<file path="config.mk">
export PLATFORM = sky130hd
export DESIGN_NAME = vfd_mux_seq
export DESIGN_NICKNAME = d
export VERILOG_FILES = /design/src/rtl/vfd_pkg.sv /design/src/rtl/vfd_regs.sv /design/src/rtl/vfd_map.sv /design/src/rtl/vfd_timing.sv /design/src/rtl/vfd_mux_seq.sv
export SDC_FILE = /design/constraint.sdc
export NUM_CORES = 1
export LEC_CHECK = 0
export BUFFER_PORTS_ARGS = -buffer_cell sky130_fd_sc_hd__buf_2
export CAP_MARGIN = 20
export CORE_ASPECT_RATIO = 1.4
export CORE_MARGIN = 1.5
export CORE_UTILIZATION = 55
export DETAILED_ROUTE_END_ITERATION = 12
export HOLD_SLACK_MARGIN = 0.15
export PLACE_DENSITY_LB_ADDON = 0.3
export RECOVER_POWER = 100
export SYNTH_ARGS = -nofsm -noshare
export SYNTH_HDL_FRONTEND = slang
export SYNTH_SLANG_ARGS = --single-unit
</file>
<file path="constraint.sdc">
create_clock -name clk -period 5.92 [get_ports clk]
set_input_delay 0 -clock clk [delete_from_list [all_inputs] [get_ports clk]]
set_output_delay 0 -clock clk [all_outputs]
set_load 0.02 [all_outputs]
</file>
<file path="src/rtl/vfd_pkg.sv">
package vfd_pkg;
  localparam logic [7:0] A_NOP  = 8'h00;
  localparam logic [7:0] A_POL  = 8'h0C;
  localparam logic [7:0] A_LIM  = 8'h0E;
  localparam logic [7:0] A_TEST = 8'h0F;
  localparam logic [6:0] DEV_ID = 7'b0000011;
endpackage

</file>
<file path="src/rtl/vfd_regs.sv">
module vfd_regs
  import vfd_pkg::*;
#(
  parameter int MAX_LIM = 121
) (
  input  logic       clk,
  input  logic       rst_n,
  input  logic       reg_wr,
  input  logic [7:0] reg_addr,
  input  logic [7:0] reg_wdata,
  output logic [7:0] reg_rdata,
  output logic [7:0] lim,
  output logic       pol,
  output logic       test
);
  localparam logic [7:0] LIM_TOP = 8'(MAX_LIM);

  always_ff @(posedge clk) begin
    if (!rst_n) begin
      lim  <= LIM_TOP;
      pol  <= 1'b0;
      test <= 1'b0;
    end else if (reg_wr) begin
      case (reg_addr)
        A_LIM:   lim  <= (reg_wdata > LIM_TOP) ? LIM_TOP : reg_wdata;
        A_POL:   pol  <= reg_wdata[0];
        A_TEST:  test <= reg_wdata[0];
        default: ;
      endcase
    end
  end

  always_comb begin
    case (reg_addr)
      A_LIM:   reg_rdata = lim;
      A_POL:   reg_rdata = {7'b0, pol};
      A_TEST:  reg_rdata = {DEV_ID, test};
      default: reg_rdata = 8'h00;
    endcase
  end

  // stored index never exceeds the map range
  a_r2_lim_clamp: assert property (@(posedge clk) disable iff (!rst_n)
    lim <= LIM_TOP);
  // a no-op write leaves every register unchanged
  a_r4_nop_write: assert property (@(posedge clk) disable iff (!rst_n)
    (reg_wr && reg_addr == A_NOP) |=> ($stable(lim) && $stable(pol) && $stable(test)));
endmodule

</file>
<file path="src/rtl/vfd_map.sv">
module vfd_map #(
  parameter int MAP_WORDS = 122,
  parameter int MAP_W     = 7,
  parameter int GRID_W    = 2,
  localparam int MAP_AW   = $clog2(MAP_WORDS)
) (
  input  logic              clk,
  input  logic              map_wr,
  input  logic [MAP_AW-1:0] map_addr,
  input  logic [MAP_W-1:0]  map_wdata,
  input  logic [MAP_AW-1:0] rd_idx,
  input  logic [GRID_W-1:0] rd_grid,
  output logic              rd_bit
);
  logic [MAP_W-1:0] mem [MAP_WORDS];

  always_ff @(posedge clk) begin
    if (map_wr) mem[map_addr] <= map_wdata;
  end

  assign rd_bit = mem[rd_idx][rd_grid];
endmodule

</file>
<file path="src/rtl/vfd_timing.sv">
module vfd_timing #(
  parameter int N_GRID   = 4,
  parameter int SLOT_CYC = 400,
  parameter int MAP_AW   = 7,
  localparam int GRID_W  = (N_GRID > 1) ? $clog2(N_GRID) : 1,
  localparam int CNT_W   = $clog2(SLOT_CYC)
) (
  input  logic              clk,
  input  logic              rst_n,
  input  logic [7:0]        lim,
  input  logic              test,
  output logic [GRID_W-1:0] grid,
  output logic [GRID_W-1:0] next_grid,
  output logic [MAP_AW-1:0] bit_idx,
  output logic              shifting,
  output logic              sclk,
  output logic              load,
  output logic              blank_act
);
  localparam logic [CNT_W-1:0]  SLOT_LAST = CNT_W'(SLOT_CYC - 1);
  localparam logic [GRID_W-1:0] GRID_LAST = GRID_W'(N_GRID - 1);
  localparam logic [CNT_W-1:0]  LIT_NORM  = CNT_W'(SLOT_CYC * 15 / 16);
  localparam logic [CNT_W-1:0]  LIT_TEST  = CNT_W'(SLOT_CYC * 7 / 16);

  logic [CNT_W-1:0] cnt;
  logic [7:0]       lim_act;
  logic [CNT_W-1:0] shift_end;

  always_ff @(posedge clk) begin
    if (!rst_n) begin
      cnt     <= '0;
      grid    <= '0;
      lim_act <= lim;
    end else if (cnt == SLOT_LAST) begin
      cnt     <= '0;
      grid    <= (grid == GRID_LAST) ? '0 : grid + 1'b1;
      lim_act <= lim;
    end else begin
      cnt <= cnt + 1'b1;
    end
  end

  assign next_grid = (grid == GRID_LAST) ? '0 : grid + 1'b1;
  assign shift_end = CNT_W'({lim_act, 1'b0}) + CNT_W'(2);
  assign shifting  = cnt < shift_end;
  assign bit_idx   = cnt[MAP_AW:1];
  assign sclk      = shifting & cnt[0];
  assign load      = (cnt == shift_end);
  assign blank_act = cnt >= (test ? LIT_TEST : LIT_NORM);

  // strobe lasts a single cycle
  a_r8_load_single: assert property (@(posedge clk) disable iff (!rst_n)
    load |=> !load);
  // no shift clock while the strobe is high
  a_r6_clk_off_at_load: assert property (@(posedge clk) disable iff (!rst_n)
    load |-> !sclk);
  // grid steps by one with wrap at each slot boundary
  a_r5_grid_step: assert property (@(posedge clk) disable iff (!rst_n)
    (cnt == SLOT_LAST) |=> (grid == (($past(grid) == GRID_LAST) ? '0 : $past(grid) + 1'b1)));
  // active length only changes at a slot boundary
  a_r11_len_hold: assert property (@(posedge clk) disable iff (!rst_n)
    (cnt != '0) |-> $stable(lim_act));
  // first slot cycle is always lit
  a_r9_lit_head: assert property (@(posedge clk) disable iff (!rst_n)
    (cnt == '0) |-> !blank_act);
endmodule

</file>
<file path="src/rtl/vfd_mux_seq.sv">
module vfd_mux_seq
  import vfd_pkg::*;
#(
  parameter int N_GRID    = 4,
  parameter int SLOT_CYC  = 400,
  parameter int MAP_WORDS = 122,
  parameter int MAP_W     = 7,
  localparam int MAP_AW   = $clog2(MAP_WORDS),
  localparam int GRID_W   = (N_GRID > 1) ? $clog2(N_GRID) : 1
) (
  input  logic              clk,
  input  logic              rst_n,
  input  logic              reg_wr,
  input  logic [7:0]        reg_addr,
  input  logic [7:0]        reg_wdata,
  output logic [7:0]        reg_rdata,
  input  logic              map_wr,
  input  logic [MAP_AW-1:0] map_addr,
  input  logic [MAP_W-1:0]  map_wdata,
  output logic              vf_data,
  output logic              vf_sclk,
  output logic              vf_load,
  output logic              vf_blank,
  output logic [GRID_W-1:0] grid_idx
);
  // Slot must hold the longest stream plus the strobe; grids index map bits.

  logic [7:0]        lim;
  logic              pol, test;
  logic [GRID_W-1:0] next_grid;
  logic [MAP_AW-1:0] bit_idx;
  logic              shifting, map_bit, blank_act;

  vfd_regs #(.MAX_LIM(MAP_WORDS - 1)) u_regs (
    .clk, .rst_n, .reg_wr, .reg_addr, .reg_wdata, .reg_rdata,
    .lim, .pol, .test
  );

  vfd_timing #(.N_GRID(N_GRID), .SLOT_CYC(SLOT_CYC), .MAP_AW(MAP_AW)) u_timing (
    .clk, .rst_n, .lim, .test,
    .grid(grid_idx), .next_grid, .bit_idx, .shifting,
    .sclk(vf_sclk), .load(vf_load), .blank_act
  );

  vfd_map #(.MAP_WORDS(MAP_WORDS), .MAP_W(MAP_W), .GRID_W(GRID_W)) u_map (
    .clk, .map_wr, .map_addr, .map_wdata,
    .rd_idx(bit_idx), .rd_grid(next_grid), .rd_bit(map_bit)
  );

  assign vf_data  = shifting & (test | map_bit);
  assign vf_blank = pol ? blank_act : ~blank_act;

  // test mode shifts only ones
  a_r10_test_ones: assert property (@(posedge clk) disable iff (!rst_n)
    (test && vf_sclk) |-> vf_data);
  // data idle low once the stream is over
  a_r7_idle_low: assert property (@(posedge clk) disable iff (!rst_n)
    vf_load |-> !vf_data);
endmodule

</file>
==> flow_metrics.tcl, run 1 <==
set metrics [dict create \
    ys_seq_area_frac 0.728 \
    syn_to_final_growth_pct 12.2 \
    synth.distinct_cells 58 \
    ant_nets 0 \
    insertion_delay_ps 550 \
    routed-wl-met3_um 3280 \
    setup-tns-final_ps 0 \
    drv_cap 5 \
    cellPowerDensity_mw_per_mm2 313 \
    setup_violations 0 \
    p_leak_nw 7.37 \
    diodes 0 \
    critPathLaunchType "input port" \
    yosys_register_bits 517 \
    wl_met2_um 24900 \
    ys.flop_type "edfxtp_1" \
    required_ps 5710 \
    violations "max-capacitance violations, max-slew violations" \
    rsz0062_at_grt "no" \
    path_class "input port to flop" \
    grt_use_total 0.251 \
    start_util 0.559 \
    report.final.slew_viol_count 342 \
    yosys-top-cells-area "edfxtp_1, mux4_2, nor2_1" \
    post-route-period-util 0.769 \
    met1_length_um 17600 \
    post_drt_wl_per_cell_um 26.5 \
    ios 48 \
    skew_ps 5.92 \
    design_area_mm2 0.0236 \
    clk_pin_slew_worst_paths_ps 60 \
    antenna_found_initial 0 \
    final_nets 1343 \
    grt_first_pass_wirelength_um 72000 \
    hold_viol 0 \
    arrival_ps 4350 \
    post_cts_buffers 0 \
    hpwl_um 29400 \
    synth_top_area_frac 0.708 \
    synth_top_area_cell "edfxtp_1" \
    first_iter_violations 1045 \
    core_mm2 0.0376 \
    numClockSinks 517 \
    yosys_warnings 0 \
    cp-end-kind "flop" \
    max_freq_mhz 220 \
    grt_max_degree 106 \
    cts_buffers 46 \
    final.min_clock_period_ps 4550 \
    wirelength_um 47800 \
    die-area_mm2 0.0395 \
    dr.pass1.iters 5 \
    grt_pass1_vias 11861 \
    clock_tree.root_cell "clkbuf_16" \
    top_layer "met4" \
    drive_gt1_frac 0.173 \
    htree_levels 2 \
    synth_edf_count 496 \
    netlist_instances 1191 \
    vias 11375 \
    placed_cell_area_mm2 0.0217 \
    cts_tree "done" \
    overflow 0 \
    async_reset_ff_frac 0 \
    vias_per_cell 6.31 \
    final_util 0.627 \
    fill_cells 2607 \
    worstPathMaxFanout 91 \
    hold_class "input port to flop" \
    tightest_slew_ps 3880 \
    die_w_um 168 \
    syn_area_per_cell_um2 17.7 \
    gp_congestion 0.826 \
    synth_fp_nets 1241 \
    port_buffers 44 \
    cts_hold_buf 41 \
    cts_resized 0 \
    slew_headroom -1.58 \
    clk_path_buf_depth 3 \
    die_h_um 234 \
    drc 0 \
    irDropWorstVdd_v 0.000176 \
    synth_area_mm2 0.0210 \
    status "complete, but fails checks" \
    hold-worst-slack_ps 291 \
    core.rowCount 84 \
]
## cell usage in the layout, fill, tap and decap left out, types with 16 or more instances in the layout
cell type      count
nand3_1           25
nand2_1           51
clkbuf_1          30
a22oi_1           21
nor3_1            19
edfxtp_1         496
clkbuf_16         47
dfxtp_1           19
mux2i_1           44
mux4_2           102
buf_4             21
a21oi_1           30
nor2_1           145
ha_1              16
nor2b_1           22
buf_2             24
o21ai_0           16
dlygate4sd3_1     41
## state kept, by name, summed over array words and instances (netlist names)
| name | cells |
|---|---|
| u_map.mem | 488 |
| u_regs.lim | 8 |
| u_regs.pol | 1 |
| u_regs.test | 1 |
| u_timing.cnt | 9 |
| u_timing.grid | 2 |
| u_timing.lim_act | 8 |
## layer usage
layer	up-vias	global-route usage
met5	-	0
li1	4959	-
met2	530	0.435
met3	126	0.0425
met1	5760	0.305
met4	0	0.132
## metrics by stage
stage / power, W / std cells / setup WS [ps]
after floorplan: 0.00436 / 1191 / 3570
after global placement: 0.00449 / 1676 / 2420
after detailed placement: 0.00450 / 1676 / 2380
after CTS: 0.00743 / 1801 / 1770
after global routing: 0.00759 / 1802 / 884
final: 0.00740 / 1802 / 1370
## where the power goes
part	internal [W]	switching, W	total, W
sequential	0.00403	0.0000255	0.00405
combinational	0.000163	0.000217	0.000380
clock	0.00168	0.00129	0.00297
total	0.00587	0.00153	0.00740
## cells in the mapped netlist (all sizes together) (3+ instances only)
cell and n:
and3 13, inv 9, a31oi 5, and2 5, mux2i 44, nand3 25
nand2 51, clkbuf 27, buf 33, nand4 9, a211oi 3, a221oi 5
ha 16, o221ai 10, mux2 6, mux4 102, nor2b 22, a22oi 21
o21ai 16, nor2 145, a21o 3, nand2b 4, nor4 5, a21oi 30
xor2 8, a2111oi 3, edfxtp 496, nor3 19, xnor2 6, dfxtp 21
## cell families after synthesis
family	share of synthesized area
buffers and inverters	0.0197
muxes	0.133
and+or+nand+nor	0.0651
AOI/OAI and AO/OA	0.0388
xor gates and xnor gates	0.00583
DFF	0.728
adders and majority gates	0.00951
## final cells by class
cell class	count	area [um^2]	share of cell area
clock buffer	52	1190	0.0506
clock inverter	32	304	0.0129
inverter	9	33.8	0.00143
multi-input combinational	605	5310	0.225
sequential	517	15300	0.649
tap	473	592	0.0251
timing repair buffer	114	850	0.0360
## critical path, stage by stage
cell and delay [ps]:
dlygate4sd3_1 520, clkbuf_1 960, clkbuf_1 2780
## worst paths after layout
kind | from | to | slack, ps | cells after the start
hold / removal | reg_addr[1] | u_regs.lim[7]$_SDFFE_PN0P_ | 290 | 4
hold reg to reg | u_regs.lim[4]$_SDFFE_PN1P_ | u_timing.lim_act[4]$_DFFE_PP_ | 480 | 0
setup / recovery | map_wdata[2] | u_map.mem[102][2]$_DFFE_PP_ | 1370 | 3
setup reg to reg | u_timing.cnt[1]$_SDFF_PP0_ | u_timing.lim_act[6]$_DFFE_PP_ | 2990 | 6
Power figures use the tool's default switching activity.
==> inputs of run 2 (changes only) <==
--- a/config.mk
+++ b/config.mk
@@ -5,6 +5,7 @@
 export SDC_FILE = /design/constraint.sdc
 export NUM_CORES = 1
 export LEC_CHECK = 0
+export ABC_AREA = 1
 export BUFFER_PORTS_ARGS = -buffer_cell sky130_fd_sc_hd__buf_2
 export CAP_MARGIN = 20
 export CORE_ASPECT_RATIO = 1.4
==> constraint.sdc (replaced) <==
create_clock -name clk -period 4.2 [get_ports clk]
set_input_delay 0 -clock clk [delete_from_list [all_inputs] [get_ports clk]]
set_output_delay 0 -clock clk [all_outputs]
set_load 0.02 [all_outputs]
==> run 2 against run 1 <==
Effect of this change:
- the flow still finishes with violations (max-capacitance violations, max-slew violations)
- cell count grew 54%
- clock power grew 34%
- area after synthesis grew 7.6%
- largest cell class unchanged
- largest power group unchanged
- highest routed layer unchanged
==> flow_metrics.tcl, run 2 <==
set metrics [dict create \
    final_nets 2262 \
    final_common_cell "nand2_1" \
    vias_per_cell 5.59 \
    ios 48 \
    overflow 0 \
    post_cts_buffers 0 \
    synth.distinct_cells 40 \
    die_h_um 243 \
    synth_adder_area_share 0.00884 \
    cp-end-kind "primary output" \
    r2r-start "u_timing.cnt[3]$_SDFF_PP0_" \
    syn_to_final_growth_pct 9.42 \
    async_reset_ff_frac 0 \
    insertion_delay_ps 560 \
    power_frac_clock 0.383 \
    ys.flop_type "edfxtp_1" \
    yosysMostFrequentCell "nand2_1" \
    hpwl_um 31700 \
    cellPowerDensity_mw_per_mm2 420 \
    die-area_mm2 0.0424 \
    seqPwrFrac 0.547 \
    reg2reg_depth 8 \
    synth_top_family_by_area "simple AND/OR/NAND/NOR gates" \
    rsz0062_at_grt "no" \
    syn_area_per_cell_um2 10.5 \
    tightest_slew_ps 4390 \
    netlist_instances 2164 \
    cts_resized 0 \
    antenna_found_initial 0 \
    drc 0 \
    required_ps 4200 \
    hold_class "input port to flop" \
    cts_hold_buf 32 \
    hold_path_startpoint "rst_n" \
    first_iter_violations 1637 \
    grt_use_total 0.254 \
    vias 15543 \
    post-route-period-util 0.893 \
    rrSetupSlack_ps 1040 \
    p_sw_frac 0.221 \
    hold_depth 4 \
    yosys-top-cells-area "edfxtp_1, nand2_1, nor2_1" \
    min_to "u_regs.test$_SDFFE_PN0P_" \
    clk_path_buf_depth 3 \
    ant_nets 0 \
    numClockSinks 517 \
    synth_xor_area_frac 0.00387 \
    r2r-end "u_timing.lim_act[1]$_DFFE_PP_" \
    core.rowCount 87 \
    startpoint "u_timing.cnt[3]$_SDFF_PP0_" \
    p_int_w 0.00811 \
    worstPathMaxFanout 23 \
    diodes 0 \
    p_total_w 0.0104 \
    dr.pass1.iters 6 \
    drive_gt1_frac 0.0489 \
    hold_viol 0 \
    yosys_warnings 0 \
    synth_compound_area_frac 0.0372 \
    arrival_ps 3750 \
    synth_edf_count 496 \
    combinationalPowerShare 0.070 \
    top_regs "u_map.mem x488, u_timing.cnt x9" \
    setup_violations 0 \
    gp_congestion 0.868 \
    final.min_clock_period_ps 3750 \
    irDropWorstVdd_v 0.000296 \
    report.final.slew_viol_count 336 \
    grt_max_degree 95 \
    port_buffers 44 \
    yosys_register_bits 517 \
    slew_headroom -1.93 \
    grt_first_pass_wirelength_um 82300 \
    wirelength_um 52900 \
    design_area_mm2 0.0248 \
    synth_commonest_cells "nand2_1, edfxtp_1, nor2_1" \
    ys_seq_area_frac 0.676 \
    drv_cap 6 \
    largest_reg_flops 488 \
    violations "max-capacitance violations, max-slew violations" \
    synth_area_mm2 0.0227 \
    cts_tree "done" \
    cts_buffers 46 \
    skew_ps 4.14 \
    synth_top_area_cell "edfxtp_1" \
    path_class "flop to primary output" \
    htree_levels 2 \
    regMostFlops "u_map.mem" \
    die_w_um 175 \
    grt_pass1_vias 15505 \
    max_freq_mhz 267 \
    layout_common_cells "nand2_1, edfxtp_1, nor2_1, nand3_1, inv_1" \
    p_leak_nw 9.35 \
    p_sw_w 0.00230 \
    yosys-mux-area-fraction 0 \
    clk_pin_slew_worst_paths_ps 60 \
    critPathLaunchType "flop" \
    core_mm2 0.0405 \
    setup-tns-final_ps 0 \
    status "complete, but fails checks" \
    post_drt_wl_per_cell_um 19.0 \
    synthSimpleGateAreaFrac 0.214 \
    placed_cell_area_mm2 0.0231 \
    clock_tree.root_cell "clkbuf_16" \
    synth_top_area_frac 0.657 \
    start_util 0.559 \
    synth_fp_nets 2214 \
]
==> run 2: cell count changes after synthesis, sizes merged, moves of 21 or more <==
cell and delta:
buf +54, inv +162, nor2 +214, mux2i -44
o21ai +98, nor2b -21, nand3 +203, nand2 +505
mux4 -102
==> run 2: critical path, cell delays in order (launching register included) <==
cell and delay (ps):
dfxtp_1 630, clkbuf_1 510, inv_1 400, buf_16 280
nand3_1 120, nand3_1 140, nand2_1 140, nand3_1 100
nand2_1 150, nand2_1 60, nand2_1 80, nand3_1 90
nand3_1 140, nand2_1 70, inv_1 50, clkbuf_1 210
==> run 2: final cells by class <==
type | count | area [um^2]
tap | 534 | 668
inverter | 172 | 652
timing repair buffer | 108 | 788
multi-input combinational | 1367 | 5940
clock buffer | 61 | 1270
sequential | 517 | 15300
fill | 3212 | 15700
clock inverter | 23 | 145
==> run 2: metrics by stage <==
stage / worst slack, ps / instances / utilization / hold WS [ps]
finish: 448 / 2782 / 0.612 / 317
global route: 206 / 2782 / 0.612 / 313
CTS: 632 / 2778 / 0.614 / 180
detailed placement: 1260 / 2662 / 0.571 / 257
global placement: 1320 / 2662 / 0.571 / 255
floorplan: 2290 / 2164 / - / 76.2
==> run 2: logic make-up (layout without fill, tap and decap cells) <==
| family | after synthesis | in the layout |
|---|---|---|
| AND/OR/NAND/NOR | 1179 | 1179 |
| flip-flops | 517 | 517 |
| buffers and inverters | 280 | 364 |
| AO/OA/AOI/OAI | 162 | 162 |
| adder cells (fa/ha/maj) | 16 | 16 |
| XOR/XNOR | 10 | 10 |
==> run 2: worst max-delay path by stage <==
stage / end / slack [ps]
final: vf_data / 450
after global routing: vf_data / 210
after CTS: vf_data / 630
after detailed placement: vf_data / 1260
after global placement: vf_data / 1320
after floorplan: vf_load / 2290
==> run 2: power by group through the flow <==
stage | clock network, W | logic [W] | registers, W
final | 0.00399 | 0.000732 | 0.00570
after global routing | 0.00423 | 0.000817 | 0.00570
after CTS | 0.00403 | 0.000734 | 0.00569
after detailed placement | 0 | 0.000715 | 0.00580
after global placement | 0 | 0.000702 | 0.00580
after floorplan | 0 | 0.000521 | 0.00578
==> run 2: per-layer routing <==
metal | up-vias | share of wire | track usage
met1 | 7417 | 0.37 | 0.310
met3 | 143 | 0.071 | 0.0356
met2 | 637 | 0.52 | 0.449
met5 | - | 0 | 0
met4 | 0 | 0.038 | 0.107
li1 | 7346 | - | -
==> inputs of run 3 (changes only) <==
--- a/config.mk
+++ b/config.mk
@@ -5,7 +5,6 @@
 export SDC_FILE = /design/constraint.sdc
 export NUM_CORES = 1
 export LEC_CHECK = 0
-export ABC_AREA = 1
 export BUFFER_PORTS_ARGS = -buffer_cell sky130_fd_sc_hd__buf_2
 export CAP_MARGIN = 20
 export CORE_ASPECT_RATIO = 1.4
==> constraint.sdc (replaced) <==
create_clock -name clk -period 3.65 [get_ports clk]
set_input_delay 0 -clock clk [delete_from_list [all_inputs] [get_ports clk]]
set_output_delay 0 -clock clk [all_outputs]
set_load 0.02 [all_outputs]
==> run 3 against run 2 <==
Effect of this change:
- setup slack lost 330 ps
- global-route usage grew 0.25 points
- clock-buffer cell count up 3
- design area fell by 3.8%
- die area fell by 7.0%
- power increased by 15%
- register-to-register slack improved by 120 ps
- sequential share of layout area grew 2.5 points
- cell count down 34%
- clock skew rose by 10 ps
- the run still ends with max-capacitance violations, max-slew violations left
- routed wire length shrank 7.0%
==> flow_metrics.tcl, run 3 (synthesis gave the netlist of run 1 again) <==
set metrics [dict create \
    worstPathMaxFanout 21 \
    drv_cap 7 \
    dr.pass1.iters 5 \
    numClockSinks 517 \
    die_h_um 234 \
    drive_gt1_frac 0.196 \
    hold_path_startpoint "reg_wdata[5]" \
    start_util 0.559 \
    r2r-end "u_timing.lim_act[2]$_DFFE_PP_" \
    violations "max-capacitance violations, max-slew violations" \
    syn_to_final_growth_pct 13.3 \
    cellPowerDensity_mw_per_mm2 501 \
    p_total_w 0.0119 \
    grt_first_pass_wirelength_um 73300 \
    tightest_slew_ps 1990 \
    irDropWorstVdd_v 0.000353 \
    final_nets 1370 \
    vias_per_cell 6.35 \
    p_int_w 0.00948 \
    arrival_ps 3530 \
    core.rowCount 84 \
    largest_reg_flops 488 \
    slew_headroom -0.326 \
    diodes 0 \
    ant_nets 0 \
    hold_viol 0 \
    combinationalPowerShare 0.060 \
    required_ps 3650 \
    hpwl_um 30200 \
    final.min_clock_period_ps 3530 \
    ff_latch_area_mm2 0.0153 \
    hold-worst-slack_ps 292 \
    path_class "flop to primary output" \
    grt_pass1_vias 11789 \
    r2r-start "u_timing.cnt[3]$_SDFF_PP0_" \
    clock_tree.root_cell "clkbuf_16" \
    die_w_um 168 \
    status "complete, but fails checks" \
    clk_path_buf_depth 3 \
    fill_cells 2593 \
    p_sw_frac 0.206 \
    wirelength_um 49200 \
    seqPwrFrac 0.548 \
    cts_tree "done" \
    reg2reg_depth 6 \
    cp-end-kind "primary output" \
    overflow 0 \
    multi_input_area_mm2 0.00533 \
    skew_ps 14.4 \
    hold_class "input port to flop" \
    core_mm2 0.0376 \
    layout_common_cells "edfxtp_1, nor2_1, mux4_2, nand2_1, clkbuf_16" \
    gp_congestion 0.828 \
    port_buffers 44 \
    power_frac_clock 0.393 \
    top_regs "u_map.mem x488, u_timing.cnt x9" \
    critPathLaunchType "flop" \
    final_common_cell "edfxtp_1" \
    max_freq_mhz 283 \
    rsz0062_at_grt "no" \
    clk_pin_slew_worst_paths_ps 70 \
    report.final.slew_viol_count 460 \
    setup_violations 0 \
    min_to "u_regs.lim[5]$_SDFFE_PN1P_" \
    post-route-period-util 0.968 \
    die-area_mm2 0.0395 \
    insertion_delay_ps 570 \
    grt_use_total 0.256 \
    setup-tns-final_ps 0 \
    rrSetupSlack_ps 1160 \
    p_leak_nw 7.52 \
    vias 11611 \
    p_sw_w 0.00246 \
    cts_buffers 45 \
    ios 48 \
    antenna_found_initial 0 \
    post_drt_wl_per_cell_um 26.9 \
    drc 0 \
    htree_levels 2 \
    fin_ws_ps 116 \
    grt_max_degree 98 \
    first_iter_violations 1159 \
    regMostFlops "u_map.mem" \
    dp_slack_ps 485 \
    hold_depth 4 \
]
[run 3: cell count changes in the layout (fill, tap and decap cells not counted), sizes merged, moves of 14 or more]
| cell | change |
|---|---|
| nand2 | -505 |
| nor2 | -214 |
| nand3 | -203 |
| inv | -160 |
| mux4 | +102 |
| o21ai | -98 |
| mux2i | +44 |
| buf | +32 |
| nor2b | +21 |
| a22oi | +14 |
[run 3: worst max-delay path, stage by stage (launching register included)]
cell and delay (ps):
dfxtp_4 380, buf_4 170, buf_12 180, buf_4 180
inv_2 270, mux2_2 390, nand2_1 100, a21boi_1 70
a221o_1 360, a311oi_1 350, o31ai_1 110, o21a_1 210
clkbuf_2 170
[run 3: worst max path at each step]
stage,start,endpoint,cells after the start
finish,u_timing.cnt[1]$_SDFF_PP0_,vf_data,12
global route,u_timing.cnt[2]$_SDFF_PP0_,vf_data,9
CTS,u_timing.cnt[1]$_SDFF_PP0_,vf_data,9
detailed placement,u_timing.cnt[1]$_SDFF_PP0_,vf_data,9
global placement,u_timing.cnt[1]$_SDFF_PP0_,vf_data,9
floorplan,u_timing.cnt[2]$_SDFF_PP0_,vf_data,9
[run 3: power by group through the flow]
stage	logic, W	clock network (W)	registers [W]
2_1_floorplan	0.000426	0	0.00665
3_3_place_gp	0.000630	0	0.00668
3_5_place_dp	0.000643	0	0.00668
4_1_cts	0.000682	0.00474	0.00655
5_1_grt	0.000755	0.00496	0.00654
6_report	0.000711	0.00469	0.00654
[run 3: through the flow]
| step | area [um^2] | std cells | utilization |
|---|---|---|---|
| after floorplan | 21000 | 1191 | - |
| after global placement | 21900 | 1695 | 0.582 |
| after detailed placement | 21900 | 1695 | 0.582 |
| after CTS | 23800 | 1816 | 0.632 |
| after global routing | 23800 | 1828 | 0.634 |
| final | 23800 | 1828 | 0.634 |
[run 3: final cells by class]
type                            instances  share of cell area
Timing Repair Buffer                  142              0.0463
Inverter                                9             0.00142
Tap cell                              473              0.0248
Clock inverter                         18             0.00604
Clock buffer                           64              0.0550
Sequential cell                       517               0.643
Multi-Input combinational cell        605               0.224
[run 3: repair_timing]
item | 4_1_cts | 5_1_grt
setup endpoints to repair | 1 | 1
gates resized for setup | 0 | 5
pin swaps | 0 | 0
endpoints found under the hold margin | 274 | 0
buffers inserted | 1 | 12
hold buffers | 38 | 0
[run 3: routing by layer]
metal,GRT usage,vias up,wire length (um)
met4,0.120,0,2150
met1,0.311,5877,17800
li1,-,5006,-
met5,0,-,0
met3,0.0472,141,3760
met2,0.447,587,25500
